File: src/rtl/ucrc_pkg.sv
package ucrc_pkg;

   typedef enum logic {
      CRC_M5  = 1'b0,
      CRC_M16 = 1'b1
   } crc_mode_e;

   localparam int REG_W  = 16;
   localparam int SHORT_W = 5;
   localparam int BYTE_W = 8;

   localparam logic [REG_W-1:0] POLY16 = 16'hA001;
   localparam logic [REG_W-1:0] SEED16 = 16'hFFFF;
   localparam logic [REG_W-1:0] RES16  = 16'hB001;
   localparam logic [REG_W-1:0] POLY5  = 16'h0014;
   localparam logic [REG_W-1:0] SEED5  = 16'h001F;
   localparam logic [REG_W-1:0] RES5   = 16'h0006;

   function automatic logic [REG_W-1:0] seed_of(crc_mode_e m);
      return (m == CRC_M16) ? SEED16 : SEED5;
   endfunction

   function automatic logic [REG_W-1:0] poly_of(crc_mode_e m);
      return (m == CRC_M16) ? POLY16 : POLY5;
   endfunction

   function automatic logic [REG_W-1:0] width_mask(crc_mode_e m);
      return (m == CRC_M16) ? {REG_W{1'b1}} : REG_W'((1 << SHORT_W) - 1);
   endfunction

endpackage

File: src/rtl/ucrc_step.sv
module ucrc_step
   import ucrc_pkg::*;
#(
   parameter int DATA_W = 8,
   parameter int CNT_W  = 4
) (
   input  logic [REG_W-1:0]  base,
   input  logic [REG_W-1:0]  poly,
   input  logic [DATA_W-1:0] data,
   input  logic [CNT_W-1:0]  cnt,
   output logic [REG_W-1:0]  nxt
);

   logic [DATA_W:0][REG_W-1:0] chain;

   assign chain[0] = base;

   for (genvar i = 0; i < DATA_W; i++) begin : g_bit
      logic             fb;
      logic [REG_W-1:0] shifted;
      assign fb      = chain[i][0] ^ data[i];
      assign shifted = {1'b0, chain[i][REG_W-1:1]} ^ (fb ? poly : '0);
      assign chain[i+1] = (CNT_W'(i) < cnt) ? shifted : chain[i];
   end

   assign nxt = chain[DATA_W];

endmodule

File: src/rtl/ucrc_state.sv
module ucrc_state
   import ucrc_pkg::*;
#(
   parameter bit ENABLE_CRC5 = 1'b1
) (
   input  logic             clk,
   input  logic             rst_n,
   input  logic             start,
   input  logic             din_valid,
   input  crc_mode_e        mode_in,
   input  logic [REG_W-1:0] nxt,
   output logic [REG_W-1:0] base,
   output crc_mode_e        mode_eff,
   output logic [REG_W-1:0] crc_q,
   output crc_mode_e        mode_q
);

   crc_mode_e mode_req;

   if (ENABLE_CRC5) begin : g_dual
      assign mode_req = mode_in;
   end else begin : g_wide_only
      crc_mode_e unused_mode;
      assign unused_mode = mode_in;
      assign mode_req    = CRC_M16;
   end

   assign mode_eff = start ? mode_req : mode_q;
   assign base     = start ? seed_of(mode_req) : crc_q;

   always_ff @(posedge clk) begin
      if (!rst_n) begin
         crc_q  <= SEED16;
         mode_q <= CRC_M16;
      end else begin
         if (start) mode_q <= mode_req;
         if (start || din_valid) crc_q <= din_valid ? nxt : base;
      end
   end

endmodule

File: src/rtl/ucrc_out.sv
module ucrc_out
   import ucrc_pkg::*;
(
   input  logic              [REG_W-1:0]  crc_q,
   input  crc_mode_e                      mode_q,
   output logic              [REG_W-1:0]  crc_out,
   output logic              [BYTE_W-1:0] tx_first,
   output logic              [BYTE_W-1:0] tx_second,
   output logic                           check_ok
);

   localparam logic [REG_W-1:0] RES_W16 = RES16;
   localparam logic [REG_W-1:0] RES_W5  = RES5;

   logic [REG_W-1:0] masked;

   assign masked    = crc_q & width_mask(mode_q);
   assign crc_out   = ~crc_q & width_mask(mode_q);
   assign tx_first  = crc_out[BYTE_W-1:0];
   assign tx_second = crc_out[2*BYTE_W-1:BYTE_W];
   assign check_ok  = (mode_q == CRC_M16) ? (masked == RES_W16) : (masked == RES_W5);

endmodule

File: src/rtl/ucrc_unit.sv
module ucrc_unit
   import ucrc_pkg::*;
#(
   parameter int DATA_W      = 8,
   parameter bit ENABLE_CRC5 = 1'b1,
   localparam int CNT_W      = $clog2(DATA_W + 1)
) (
   input  logic              clk,
   input  logic              rst_n,
   input  logic              mode_sel,
   input  logic              start,
   input  logic              din_valid,
   input  logic [DATA_W-1:0] din,
   input  logic [CNT_W-1:0]  din_cnt,
   output logic [15:0]       crc_out,
   output logic [7:0]        tx_first,
   output logic [7:0]        tx_second,
   output logic              check_ok
);

   if (DATA_W < 1 || DATA_W > 64) begin : g_bad_width
      $error("ucrc_unit: DATA_W must lie between 1 and 64");
   end
   if (REG_W != 2 * BYTE_W) begin : g_bad_reg
      $error("ucrc_unit: register must be two bytes wide");
   end

   logic [REG_W-1:0] base;
   logic [REG_W-1:0] nxt;
   logic [REG_W-1:0] crc_q;
   crc_mode_e        mode_eff;
   crc_mode_e        mode_q;

   ucrc_state #(.ENABLE_CRC5(ENABLE_CRC5)) u_state (
      .clk       (clk),
      .rst_n     (rst_n),
      .start     (start),
      .din_valid (din_valid),
      .mode_in   (crc_mode_e'(mode_sel)),
      .nxt       (nxt),
      .base      (base),
      .mode_eff  (mode_eff),
      .crc_q     (crc_q),
      .mode_q    (mode_q)
   );

   ucrc_step #(.DATA_W(DATA_W), .CNT_W(CNT_W)) u_step (
      .base (base),
      .poly (poly_of(mode_eff)),
      .data (din),
      .cnt  (din_cnt),
      .nxt  (nxt)
   );

   ucrc_out u_out (
      .crc_q     (crc_q),
      .mode_q    (mode_q),
      .crc_out   (crc_out),
      .tx_first  (tx_first),
      .tx_second (tx_second),
      .check_ok  (check_ok)
   );

endmodule

File: config.mk
export PLATFORM = sky130hd
export DESIGN_NAME = ucrc_unit
export DESIGN_NICKNAME = d
export VERILOG_FILES = /design/src/rtl/ucrc_pkg.sv /design/src/rtl/ucrc_step.sv /design/src/rtl/ucrc_state.sv /design/src/rtl/ucrc_out.sv /design/src/rtl/ucrc_unit.sv
export SDC_FILE = /design/constraint.sdc
export NUM_CORES = 1
export LEC_CHECK = 0
export ABC_AREA = 1
export BUFFER_PORTS_ARGS = -buffer_cell sky130_fd_sc_hd__buf_2
export CELL_PAD_IN_SITES_DETAIL_PLACEMENT = 1
export CELL_PAD_IN_SITES_GLOBAL_PLACEMENT = 2
export CORE_MARGIN = 1
export CORE_UTILIZATION = 33
export CTS_BUF_LIST = sky130_fd_sc_hd__clkbuf_4
export DETAILED_ROUTE_END_ITERATION = 10
export GPL_ROUTABILITY_DRIVEN = 1
export PLACE_DENSITY_LB_ADDON = 0.1
export SLEW_MARGIN = 10
export SYNTH_ARGS = -nofsm -noshare
export SYNTH_HDL_FRONTEND = slang
export SYNTH_SLANG_ARGS = --single-unit
File: constraint.sdc
create_clock -name clk -period 12.7 [get_ports clk]
set_clock_uncertainty 0.2 [all_clocks]
set_input_delay 3.81 -clock clk [delete_from_list [all_inputs] [get_ports clk]]
set_output_delay 3.81 -clock clk [all_outputs]
set_load 0.05 [all_outputs]
==> results of run 1 <==
## how the worst min path moves through the flow
stage	endpoint	slack [ps]	depth (start not counted)
after floorplan	u_state.crc_q[15]$_SDFFE_PN1P_	350	2
after global placement	u_state.crc_q[13]$_SDFFE_PN1P_	430	4
after detailed placement	u_state.crc_q[13]$_SDFFE_PN1P_	440	4
after CTS	u_state.crc_q[5]$_SDFFE_PN1P_	470	2
after global routing	u_state.crc_q[6]$_SDFFE_PN1P_	500	2
final	u_state.crc_q[12]$_SDFFE_PN1P_	460	4
## sequential cells by signal, indices dropped and copies added, names as in the netlist
signal	flops
u_state.crc_q	16
u_state.mode_q	1
## critical path: cells and delay by family
kind / cells / cell delay, ps
and+or+nand+nor: 30 / 3300
buffers and inverters: 4 / 620
xor gates and xnor gates: 1 / 190
AOI/OAI and AO/OA: 1 / 540
## metal layers
metal,vias up,part of all wire (%),GRT usage [%]
li1,1888,-,-
met1,1747,49,34.2
met2,58,47,38.4
met3,6,3.2,2.36
met4,0,0.65,1.90
met5,-,0,0
## power by group through the flow
stage               Clock (W)  Combinational [W]  Sequential [W]
finish              0.0000329           0.000258       0.0000642
detailed placement          0           0.000256       0.0000656
CTS                 0.0000331           0.000257       0.0000643
floorplan                   0           0.000201       0.0000634
global route        0.0000351           0.000287       0.0000649
global placement            0           0.000254       0.0000654
## final cells by class
cell class	count	area, um^2	share of cell area [%]
Clock buffer	4	30.0	0.871
Multi-Input combinational cell	435	2380	69.2
Timing Repair Buffer	51	260	7.55
Sequential cell	17	340	9.87
Inverter	71	272	7.87
Tap cell	129	161	4.68
## kinds of logic (layout without fill, tap and decap cells)
logic type | Yosys count | count (layout) | synth area share, %
muxes | 6 | 6 | 1.86
xor gates and xnor gates | 13 | 13 | 3.52
buffers and inverters | 114 | 126 | 15.8
and+or+nand+nor | 293 | 293 | 46.1
DFF | 17 | 17 | 10.5
AOI/OAI and AO/OA | 123 | 123 | 22.2
## cell usage after synthesis, types with 10 or more instances
cell type    n
clkbuf_1    19
nor2_1      26
o211ai_1    17
inv_1       58
nand3_1     49
nand3_2     16
nand2_2     12
dfxtp_1     17
o21ai_0     60
buf_4       17
nand2_1    158
nand4_1     10
a21oi_1     22
## per-stage QoR
stage	area, um^2	hold WS, ps	util (%)	cells
global placement	3420	431	36.5	703
detailed placement	3420	440	36.5	703
CTS	3450	467	36.8	707
global route	3450	502	36.8	707
floorplan	3240	354	-	566
finish	3450	460	36.8	707
==> reports/results.md, run 1 <==
- crit path DAT: 8500 ps
- final critical path time including I/O delays and setup: 8510 ps
- pin count of the biggest net entering global routing: 26
- sum of routed wire length over all layers: 11.6 mm
- RR Startpoint: u_state.mode_q$_SDFF_PN1_
- CTS tree: done
- syn nets: 583
- register clock-pin slew on the reported worst setup and hold paths: 110 ps
- setup slack of the most critical reg-to-reg path: 7990 ps
- Die ar.: 10,200 um^2
- detail-routed net length per standard cell: 16.4 um
- vias per inst: 5.23
- overall die height: 101 um
- detailed-placement wirelength estimate: 9.52 mm
- Switching Fraction: 59.4%
- setup slack after placement: 3850 ps
- maximum clock frequency: 118 MHz
- clock share of power: 9.3%
- mean cell area of the mapped netlist: 5.72 um^2
- pwr dens: 103 nW/um^2
- ranking of synthesized cells by area: nand2_1 (18%), dfxtp_1 (11%), o21ai_0 (9.3%)
- critical-path cell with the highest stage delay: o21ai_0
- Reg-to-Reg End: u_state.crc_q[13]$_SDFFE_PN1P_
- TritonCTS Sinks: 17
- count of cells resized by post-cts repair: 0
- required time of the critical path: 12,690 ps
- antenna diode count: 0
- number of cell rows: 35
- net load switching power: 0.000211 W
- wire length of the first global-routing pass: 18.8 mm
- number of hold-repair buffers added at the cts stage: 0
- Synth cell types: 40
- accumulated negative setup slack: 0 ps
- most frequent cells in the layout: nand2_1 (158), o21ai_0 (60), inv_1 (58)
- worst-case setup margin in the final layout: 4190 ps
- Worst R2R Path Depth: 34
- origin of the worst setup path: din_cnt[3]
- core outline area: 9370 um^2
- via count of the first global-routing pass: 3,517
- total via count in the routed design: 3,699
- most common cell after layout, fill and taps aside: nand2_1
- final setup violation count: 0
- Ports: 50
- hold violation count in the final report: 0
- leakage power: 1.73 nW
- latest clock arrival within the worst-skew pair: 300 ps
- status: completed
- Worst Tran Pin Value: 641 ps
- highest fanout seen on the critical path: 25
- design internal power: 0.000144 W
- final layout net count: 596
- Filler Cells Inserted: 1,328
- Slew HR: 56.8%
- die width: 101 um
- synthesized area: 3240 um^2
- Layout Area Growth over Synthesis: 6.53%
- number of search-and-repair iterations in the first detailed-routing pass: 4
- number of instances in the synthesized netlist: 566
- GRT Total Usage: 23.4%
- setup repair after global routing missed its margin: no
- min-delay worst type: flop to flop
- Starting Density: 34.5%
- fraction of final layout cells sized beyond drive strength 1: 19.0%
- Seq cells post-synth: 17
- end point of the critical path: u_state.crc_q[13]$_SDFFE_PN1P_
- hold_sp: u_state.crc_q[12]$_SDFFE_PN1P_
- number of pins exceeding their max-slew limit in the final report: 0
- Detail Route Antenna Nets: 0
- CTS root buffer: clkbuf_4
- Top FF cell, synth: dfxtp_1
- Tot Pwr: 0.000355 W
- post-CTS repair timing setup buffer count: 0
- largest stage delay on the critical path: 540 ps
- sequential cell fraction of total power: 18.1%
- Worst setup EP type: flop
- CP startpoint kind: primary input
- Max-cap violations: 0
- maximum clock path buffer count: 2
- Final Wtd Congestion: 0.863
- post-synthesis cell type with the largest combined area: nand2_1
- initial detailed-routing violation count: 234
- area share of the leading cell type in the synthesized netlist: 18.3%
- total of warnings raised by yosys: 0
- total number of H-tree levels: 1
- gr ovfl total: 0
- worst supply voltage drop on vdd: 0.0286 mV
- most frequent cell on the critical path: nand2_1
- initial antenna violation count: 0
- part of the power in combinational logic: 72.6%
- number of flops mapped to enable cells by yosys: 0
- Inserted Clock Buffers: 3
- portion of the post-synthesis area used by sequential elements: 10.5%
- DRC errors left: 0
- Worst Setup Path Type: primary input to flop
- IO Port Bufs: 49
- Period Utilization, post-route: 67.0%
- async set-reset flop share out of synthesis: 0%
No activity file was read; power rests on OpenSTA's default activity.
==> run 2, diff against run 1 <==
--- a/config.mk
+++ b/config.mk
@@ -5,7 +5,7 @@
 export SDC_FILE = /design/constraint.sdc
 export NUM_CORES = 1
 export LEC_CHECK = 0
-export ABC_AREA = 1
+export ABC_AREA = 0
 export BUFFER_PORTS_ARGS = -buffer_cell sky130_fd_sc_hd__buf_2
 export CELL_PAD_IN_SITES_DETAIL_PLACEMENT = 1
 export CELL_PAD_IN_SITES_GLOBAL_PLACEMENT = 2
==> constraint.sdc (replaced) <==
create_clock -name clk -period 8.64 [get_ports clk]
set_clock_uncertainty 0.2 [all_clocks]
set_input_delay 2.592 -clock clk [delete_from_list [all_inputs] [get_ports clk]]
set_output_delay 2.592 -clock clk [all_outputs]
set_load 0.05 [all_outputs]
==> run 2 against run 1 <==
Against the previous run:
- sequential share of layout area is 2.2 points lower
- via count is 37% higher
- register-to-register slack worse by 5000 ps
- non-clock buffer count is 12 higher
- design area is 28% higher
- critical path type unchanged
==> reports/results.md, run 2 <==
- status: completed, unchanged
- highest fanout seen on the critical path: 26, was 25
- number of flip-flops in the largest register: 16, unchanged
- register with the most flip-flops: u_state.crc_q, unchanged
- GRT Total Usage: 27.7%, was 23.4%
- final critical path time including I/O delays and setup: 7550 ps
- CTS root buffer: clkbuf_4, unchanged
- Inserted Clock Buffers: 3, unchanged
- maximum clock path buffer count: 2, unchanged
- Final Wtd Congestion: 0.855, was 0.863
- Synth Area in XOR/XNOR: 8.77%, was 3.52%
- antenna diode count: 0, unchanged
- cell with the most instances after synthesis: nand2_1, unchanged
- setup repair after global routing missed its margin: no, unchanged
- crit path DAT: 7620 ps, was 8500 ps
- most common cell after layout, fill and taps aside: nand2_1, unchanged
- Period Utilization, post-route: 87.4%
- pwr dens: 151 nW/um^2, was 103 nW/um^2
- uppermost routed layer: met4, unchanged
- async set-reset flop share out of synthesis: 0%, unchanged
- syn nets: 671, was 583
- worst supply voltage drop on vdd: 0.0650 mV, was 0.0286 mV
- top cells by count, synth: nand2_1 (88), nor2_1 (72), a21oi_1 (49), was nand2_1 (158), o21ai_0 (60), inv_1 (58)
- Layout Area Growth over Synthesis: 5.90%, was 6.53%
- required time of the critical path: 8700 ps, was 12,690 ps
- number of instances in the synthesized netlist: 654, was 566
- total of warnings raised by yosys: 0, unchanged
- Post-Synth Simple-Gate Area: 33.3%, was 46.1%
- detailed-placement wirelength estimate: 13.6 mm, was 9.52 mm
- Tot Pwr: 0.000667 W, was 0.000355 W
- initial antenna violation count: 0, unchanged
- accumulated negative setup slack: 0 ps, unchanged
- min-delay worst type: flop to flop, unchanged
- setup slack after placement: 844 ps, was 3850 ps
- worst-case setup margin in the final layout: 1090 ps, was 4190 ps
- latest clock arrival within the worst-skew pair: 310 ps, was 300 ps
- pin count of the biggest net entering global routing: 32, was 26
- CTS tree: done, unchanged
- IO Port Bufs: 49, unchanged
- wire length of the first global-routing pass: 28.4 mm, was 18.8 mm
- hold violation count in the final report: 0, unchanged
- maximum clock frequency: 132 MHz
- footprint of the flip-flops and latches: 340 um^2, unchanged
- CP startpoint kind: primary input, unchanged
- core outline area: 12,200 um^2, was 9370 um^2
- die width: 115 um, was 101 um
- number of flops mapped to enable cells by yosys: 0, unchanged
- overall die height: 115 um, was 101 um
- synthesized area: 4180 um^2, was 3240 um^2
- Worst Setup Path Type: primary input to flop, unchanged
- number of cell rows: 40, was 35
- most frequent cells in the layout: nand2_1 (88), nor2_1 (71), a21oi_1 (49), buf_2 (49), o21ai_0 (45), was nand2_1 (158), o21ai_0 (60), inv_1 (58)
- Worst Tran Pin Value: 960 ps, was 641 ps
- via count of the first global-routing pass: 5,022, was 3,517
- share of the synthesized area in compound gates (AO/OA/AOI/OAI): 33.9%, was 22.2%
- post-synthesis cell type with the largest combined area: dfxtp_1, was nand2_1
- TritonCTS Sinks: 17, unchanged
- post-CTS repair timing setup buffer count: 0, unchanged
- Starting Density: 34.4%, was 34.5%
- detail-routed net length per standard cell: 21.8 um, was 16.4 um
- length of routed met2 wiring: 8.21 mm, was 5.41 mm
- mean cell area of the mapped netlist: 6.39 um^2, was 5.72 um^2
- registers with the highest flip-flop counts: u_state.crc_q (16), u_state.mode_q (1), unchanged
- sum of routed wire length over all layers: 17.8 mm, was 11.6 mm
- Die ar.: 13,100 um^2, was 10,200 um^2
- Ports: 50, unchanged
- leakage power: 1.82 nW, was 1.73 nW
- multiplexer fraction of the synthesized cell area: 6.38%, was 1.86%
- fraction of final layout cells sized beyond drive strength 1: 14.7%, was 19.0%
- ranking of synthesized cells by area: dfxtp_1 (8.1%), nand2_1 (7.9%), nor2_1 (6.5%), was nand2_1 (18%), dfxtp_1 (11%), o21ai_0 (9.3%)
- number of search-and-repair iterations in the first detailed-routing pass: 5, was 4
- count of cells resized by post-cts repair: 0, unchanged
- Max-cap violations: 0, unchanged
- Synth cell types: 80, was 40
- Top FF cell, synth: dfxtp_1, unchanged
- number of pins exceeding their max-slew limit in the final report: 0, unchanged
- Slew HR: 35.4%, was 56.8%
- Worst setup EP type: flop, unchanged
- Finished Core Util: 36.4%, was 36.8%
- area share of the leading cell type in the synthesized netlist: 8.14%, was 18.3%
- synthesized-area fraction occupied by adder cells: 0%, unchanged
- register clock-pin slew on the reported worst setup and hold paths: 120 ps, was 110 ps
- gr ovfl total: 0, unchanged
- Filler Cells Inserted: 1,585, was 1,328
- initial detailed-routing violation count: 464, was 234
- final setup violation count: 0, unchanged
- total via count in the routed design: 5,063, was 3,699
- final layout net count: 666, was 596
- routed metal-1 wirelength: 8.18 mm, was 5.74 mm
- vias per inst: 6.20, was 5.23
- number of hold-repair buffers added at the cts stage: 0, unchanged
- Seq cells post-synth: 17, unchanged
- portion of the post-synthesis area used by sequential elements: 8.14%, was 10.5%
- Detail Route Antenna Nets: 0, unchanged
- total number of H-tree levels: 1, unchanged
- multi-input logic area: 3450 um^2, was 2380 um^2
- met3 WL: 1.03 mm, was 376 um
- combinational family with the most area after synthesis: compound AO/OA/AOI/OAI gates, was simple AND/OR/NAND/NOR gates
- DRC errors left: 0, unchanged
run 2: cell count changes after synthesis, sizes merged, moves of 17 or more:
cell	before	now
a21oi	22	50
nor3	2	20
xnor2	4	27
clkbuf	19	46
nand2	177	88
nor2	28	73
inv	68	13
nand3	71	18
o21ai	67	47
a211oi	1	18
run 2: where the power goes:
group / leakage [nW] / total [W] / internal, W / switching [W]
clock: 0.0177 / 0.0000479 / 0.0000173 / 0.0000306
combinational: 1.66 / 0.000507 / 0.000170 / 0.000336
sequential: 0.142 / 0.000112 / 0.0000885 / 0.0000236
total: 1.82 / 0.000667 / 0.000276 / 0.000390
run 2: layer usage:
metal / global-route usage [%] / vias to the layer above
li1: - / 2379
met2: 46.3 / 157
met4: 6.84 / 0
met1: 37.6 / 2493
met5: 0 / -
met3: 3.23 / 34
run 2: path summary, 6_finish.rpt:
kind / startpoint / depth (start not counted) / slack, ps / end
worst min-delay path: u_state.crc_q[10]$_SDFFE_PN1P_ / 2 / 360 / u_state.crc_q[10]$_SDFFE_PN1P_
worst min register to register: u_state.crc_q[10]$_SDFFE_PN1P_ / 2 / 360 / u_state.crc_q[10]$_SDFFE_PN1P_
worst max-delay path: din_cnt[0] / 17 / 1090 / u_state.crc_q[0]$_SDFFE_PN1P_
worst max register to register: u_state.mode_q$_SDFF_PN1_ / 15 / 3020 / u_state.crc_q[15]$_SDFFE_PN1P_
run 2: stage by stage:
stage / cell area (um^2) / instances / hold WS, ps
5_1_grt: 4430 / 816 / 405
3_5_place_dp: 4400 / 812 / 351
2_1_floorplan: 4180 / 654 / 271
4_1_cts: 4430 / 816 / 369
6_report: 4430 / 816 / 364
3_3_place_gp: 4400 / 812 / 335
run 2: kinds of logic after synthesis:
group           count (synthesis)
compound gates                208
xor+xnor                       41
buf+inv                        86
flops                          17
mux                            25
simple gates                  277
run 2: final cells by class:
cell class	instances	share of cell area (%)
multi-input combinational	551	77.9
timing repair buffer	63	7.91
sequential	17	7.69
tap	168	4.75
clock inverter	1	0.113
clock buffer	3	0.509
inverter	13	1.10
run 2: worst max-delay path, stage by stage:
cell and delay (ps):
buf_2 270, nor4_2 690, buf_4 330, nand3_1 100, a21oi_1 150, mux2i_1 120, a211oi_1 510, o21ai_0 150
a21oi_1 340, xnor2_1 290, o211a_1 270, or3b_1 500, or4_1 430, a22oi_1 270, nor4bb_4 110, or3_1 390
nand3_1 90
==> run 3, diff against run 2 <==
--- a/config.mk
+++ b/config.mk
@@ -14,7 +14,7 @@
 export CTS_BUF_LIST = sky130_fd_sc_hd__clkbuf_4
 export DETAILED_ROUTE_END_ITERATION = 10
 export GPL_ROUTABILITY_DRIVEN = 1
-export PLACE_DENSITY_LB_ADDON = 0.1
+export PLACE_DENSITY = 0.84
 export SLEW_MARGIN = 10
 export SYNTH_ARGS = -nofsm -noshare
 export SYNTH_HDL_FRONTEND = slang
==> run 3 against run 2 <==
Against the previous run:
- non-clock buffer count fell by 3
- final cell count decreased by 0.37%
- die area unchanged
- maximum frequency rose by 2.7%
- register-to-register slack better by 40 ps
- total power up 0.60%
- via count decreased by 0.32%
- sequential share of layout area hardly changed
- global-route usage down 0.85 points
- flip-flop and latch count did not move
- setup slack improved by 200 ps
==> reports/results.md, run 3 (synthesized netlist as in run 2, its figures left out) <==
- status: completed, unchanged
- final critical path time including I/O delays and setup: 7350 ps, was 7550 ps
- met3 global-route usage: 2.91%, was 3.23%
- maximum clock frequency: 136 MHz, was 132 MHz
- pwr dens: 152 nW/um^2, was 151 nW/um^2
- Ports: 50, unchanged
- leakage power: 1.80 nW, was 1.82 nW
- number of search-and-repair iterations in the first detailed-routing pass: 5, unchanged
- overall die height: 115 um, unchanged
- latest clock arrival within the worst-skew pair: 340 ps, was 310 ps
- via count of the first global-routing pass: 4,890, was 5,022
- hold violation count in the final report: 0, unchanged
- Worst Tran Pin Value: 828 ps, was 960 ps
- maximum clock path buffer count: 2, unchanged
- die width: 115 um, unchanged
- sequential cell fraction of total power: 16.4%, was 16.8%
- Post-Place Cell Area: 4370 um^2, was 4400 um^2
- fraction of final layout cells sized beyond drive strength 1: 14.0%, was 14.7%
- pin count of the biggest net entering global routing: 30, was 32
- Switching Fraction: 58.9%, was 58.6%
- Filler Cells Inserted: 1,623, was 1,585
- highest fanout seen on the critical path: 18, was 26
- post-CTS repair timing setup buffer count: 0, unchanged
- register with the most flip-flops: u_state.crc_q, unchanged
- TritonCTS Sinks: 17, unchanged
- part of the power in combinational logic: 75.1%, was 76.0%
- number of flip-flops in the largest register: 16, unchanged
- accumulated negative setup slack: 0 ps, unchanged
- detail-routed net length per standard cell: 21.1 um, was 21.8 um
- DRC errors left: 0, unchanged
- vias per inst: 6.21, was 6.20
- Die ar.: 13,100 um^2, unchanged
- Period Utilization, post-route: 85.1%, was 87.4%
- most common cell after layout, fill and taps aside: nand2_1, unchanged
- Inserted Clock Buffers: 3, unchanged
- Reg-to-Reg End: u_state.crc_q[15]$_SDFFE_PN1P_, unchanged
- Max-cap violations: 0, unchanged
- gr ovfl total: 0, unchanged
- design internal power: 0.000276 W, about the same
- setup slack of the most critical reg-to-reg path: 3060 ps, was 3020 ps
- registers with the highest flip-flop counts: u_state.crc_q (16), u_state.mode_q (1), unchanged
- Worst setup EP type: flop, unchanged
- met2 routing resource usage after global routing: 44.5%, was 46.3%
- worst hold path cell count: 2, unchanged
- Starting Density: 34.4%, unchanged
- worst supply voltage drop on vdd: 0.0529 mV, was 0.0650 mV
- CP startpoint kind: primary input, unchanged
- final layout net count: 663, was 666
- clock share of power: 8.5%, was 7.2%
- number of hold-repair buffers added at the cts stage: 0, unchanged
- Worst R2R Path Depth: 15, unchanged
- setup repair after global routing missed its margin: no, unchanged
- antenna diode count: 0, unchanged
- total via count in the routed design: 5,047, was 5,063
- count of cells resized by post-cts repair: 0, unchanged
- initial antenna violation count: 0, unchanged
- final design instance area without fill: 4400 um^2, was 4430 um^2
- Slew HR: 44.8%, was 35.4%
- total number of H-tree levels: 1, unchanged
- sum of routed wire length over all layers: 17.1 mm, was 17.8 mm
- min-delay worst type: flop to flop, unchanged
- RR Startpoint: u_state.mode_q$_SDFF_PN1_, unchanged
- number of pins exceeding their max-slew limit in the final report: 0, unchanged
- Layout Area Growth over Synthesis: 5.24%, was 5.90%
- CTS root buffer: clkbuf_4, unchanged
- detailed-placement wirelength estimate: 13.1 mm, was 13.6 mm
- Final Wtd Congestion: 0.846, was 0.855
- GRT Total Usage: 26.8%, was 27.7%
- initial detailed-routing violation count: 389, was 464
- Worst Setup Path Type: primary input to flop, unchanged
- wire length of the first global-routing pass: 27.6 mm, was 28.4 mm
- IO Port Bufs: 49, unchanged
- final setup violation count: 0, unchanged
- CTS tree: done, unchanged
- hold_sp: u_state.crc_q[10]$_SDFFE_PN1P_, unchanged
- core outline area: 12,200 um^2, unchanged
- Finished Core Util: 36.2%, was 36.4%
- most frequent cells in the layout: nand2_1 (88), nor2_1 (72), a21oi_1 (49), buf_2 (49), o21ai_0 (45), was nand2_1 (88), nor2_1 (71), a21oi_1 (49), buf_2 (49), o21ai_0 (45)
- destination of the worst hold path: u_state.crc_q[10]$_SDFFE_PN1P_, unchanged
- net load switching power: 0.000395 W, was 0.000390 W
- crit path DAT: 7400 ps, was 7620 ps
- register clock-pin slew on the reported worst setup and hold paths: 150 ps, was 120 ps
- required time of the critical path: 8690 ps, was 8700 ps
- number of cell rows: 40, unchanged
- global routing usage on met1: 37.6%, about the same
- Detail Route Antenna Nets: 0, unchanged
- most crowded layer after global routing: met2, unchanged
[run 3: critical path, cell delays in order]
cell and delay [ps]:
buf_2 290, or4_1 660, o21ai_2 220, and3_1 280, or4_1 610, a2111oi_4 420
nor4_4 150, mux2i_1 400, xnor2_2 220, mux2i_1 160, or4_4 550, nand4_1 120
nor4bb_4 290, nor2_1 70, o32a_1 340
[run 3: worst max path at each step]
stage                from                              to  slack [ps]  cells after the start
2_1_floorplan  din_cnt[0]  u_state.crc_q[15]$_SDFFE_PN1P_        1660                     16
3_3_place_gp   din_cnt[2]  u_state.crc_q[15]$_SDFFE_PN1P_        1060                     16
3_5_place_dp   din_cnt[2]  u_state.crc_q[13]$_SDFFE_PN1P_         930                     15
4_1_cts        din_cnt[2]  u_state.crc_q[13]$_SDFFE_PN1P_        1260                     15
5_1_grt        din_cnt[2]  u_state.crc_q[15]$_SDFFE_PN1P_         960                     16
6_report       din_cnt[2]  u_state.crc_q[15]$_SDFFE_PN1P_        1290                     15
[run 3: power groups by stage]
stage | Clock [W] | Combinational [W] | Sequential, W
global placement | 0 | 0.000487 | 0.000111
global route | 0.0000600 | 0.000545 | 0.000112
detailed placement | 0 | 0.000497 | 0.000111
finish | 0.0000570 | 0.000504 | 0.000110
CTS | 0.0000549 | 0.000499 | 0.000109
floorplan | 0 | 0.000402 | 0.0000980
[run 3: layout make-up]
cell class	instances	area (um^2)	share of cell area, %
inverter	13	48.8	1.11
sequential	17	340	7.74
clock inverter	1	7.51	0.171
multi-input combinational	551	3440	78.2
tap	168	210	4.78
timing repair buffer	60	328	7.45
clock buffer	3	22.5	0.512
[run 3: metrics by stage]
stage                     setup WS [ps]  power (W)  hold slack [ps]  std cells
after floorplan                    1660   0.000500              271        654
after global placement             1060   0.000597              335        809
after detailed placement            932   0.000607              330        809
after CTS                          1260   0.000663              349        813
after global routing                958   0.000717              375        813
final                              1290   0.000671              361        813
[run 3: metal layers]
| layer | share of wire (%) | vias up |
|---|---|---|
| li1 | - | 2370 |
| met1 | 47 | 2503 |
| met4 | 1.9 | 0 |
| met5 | 0 | - |
| met3 | 4.6 | 25 |
| met2 | 46 | 149 |
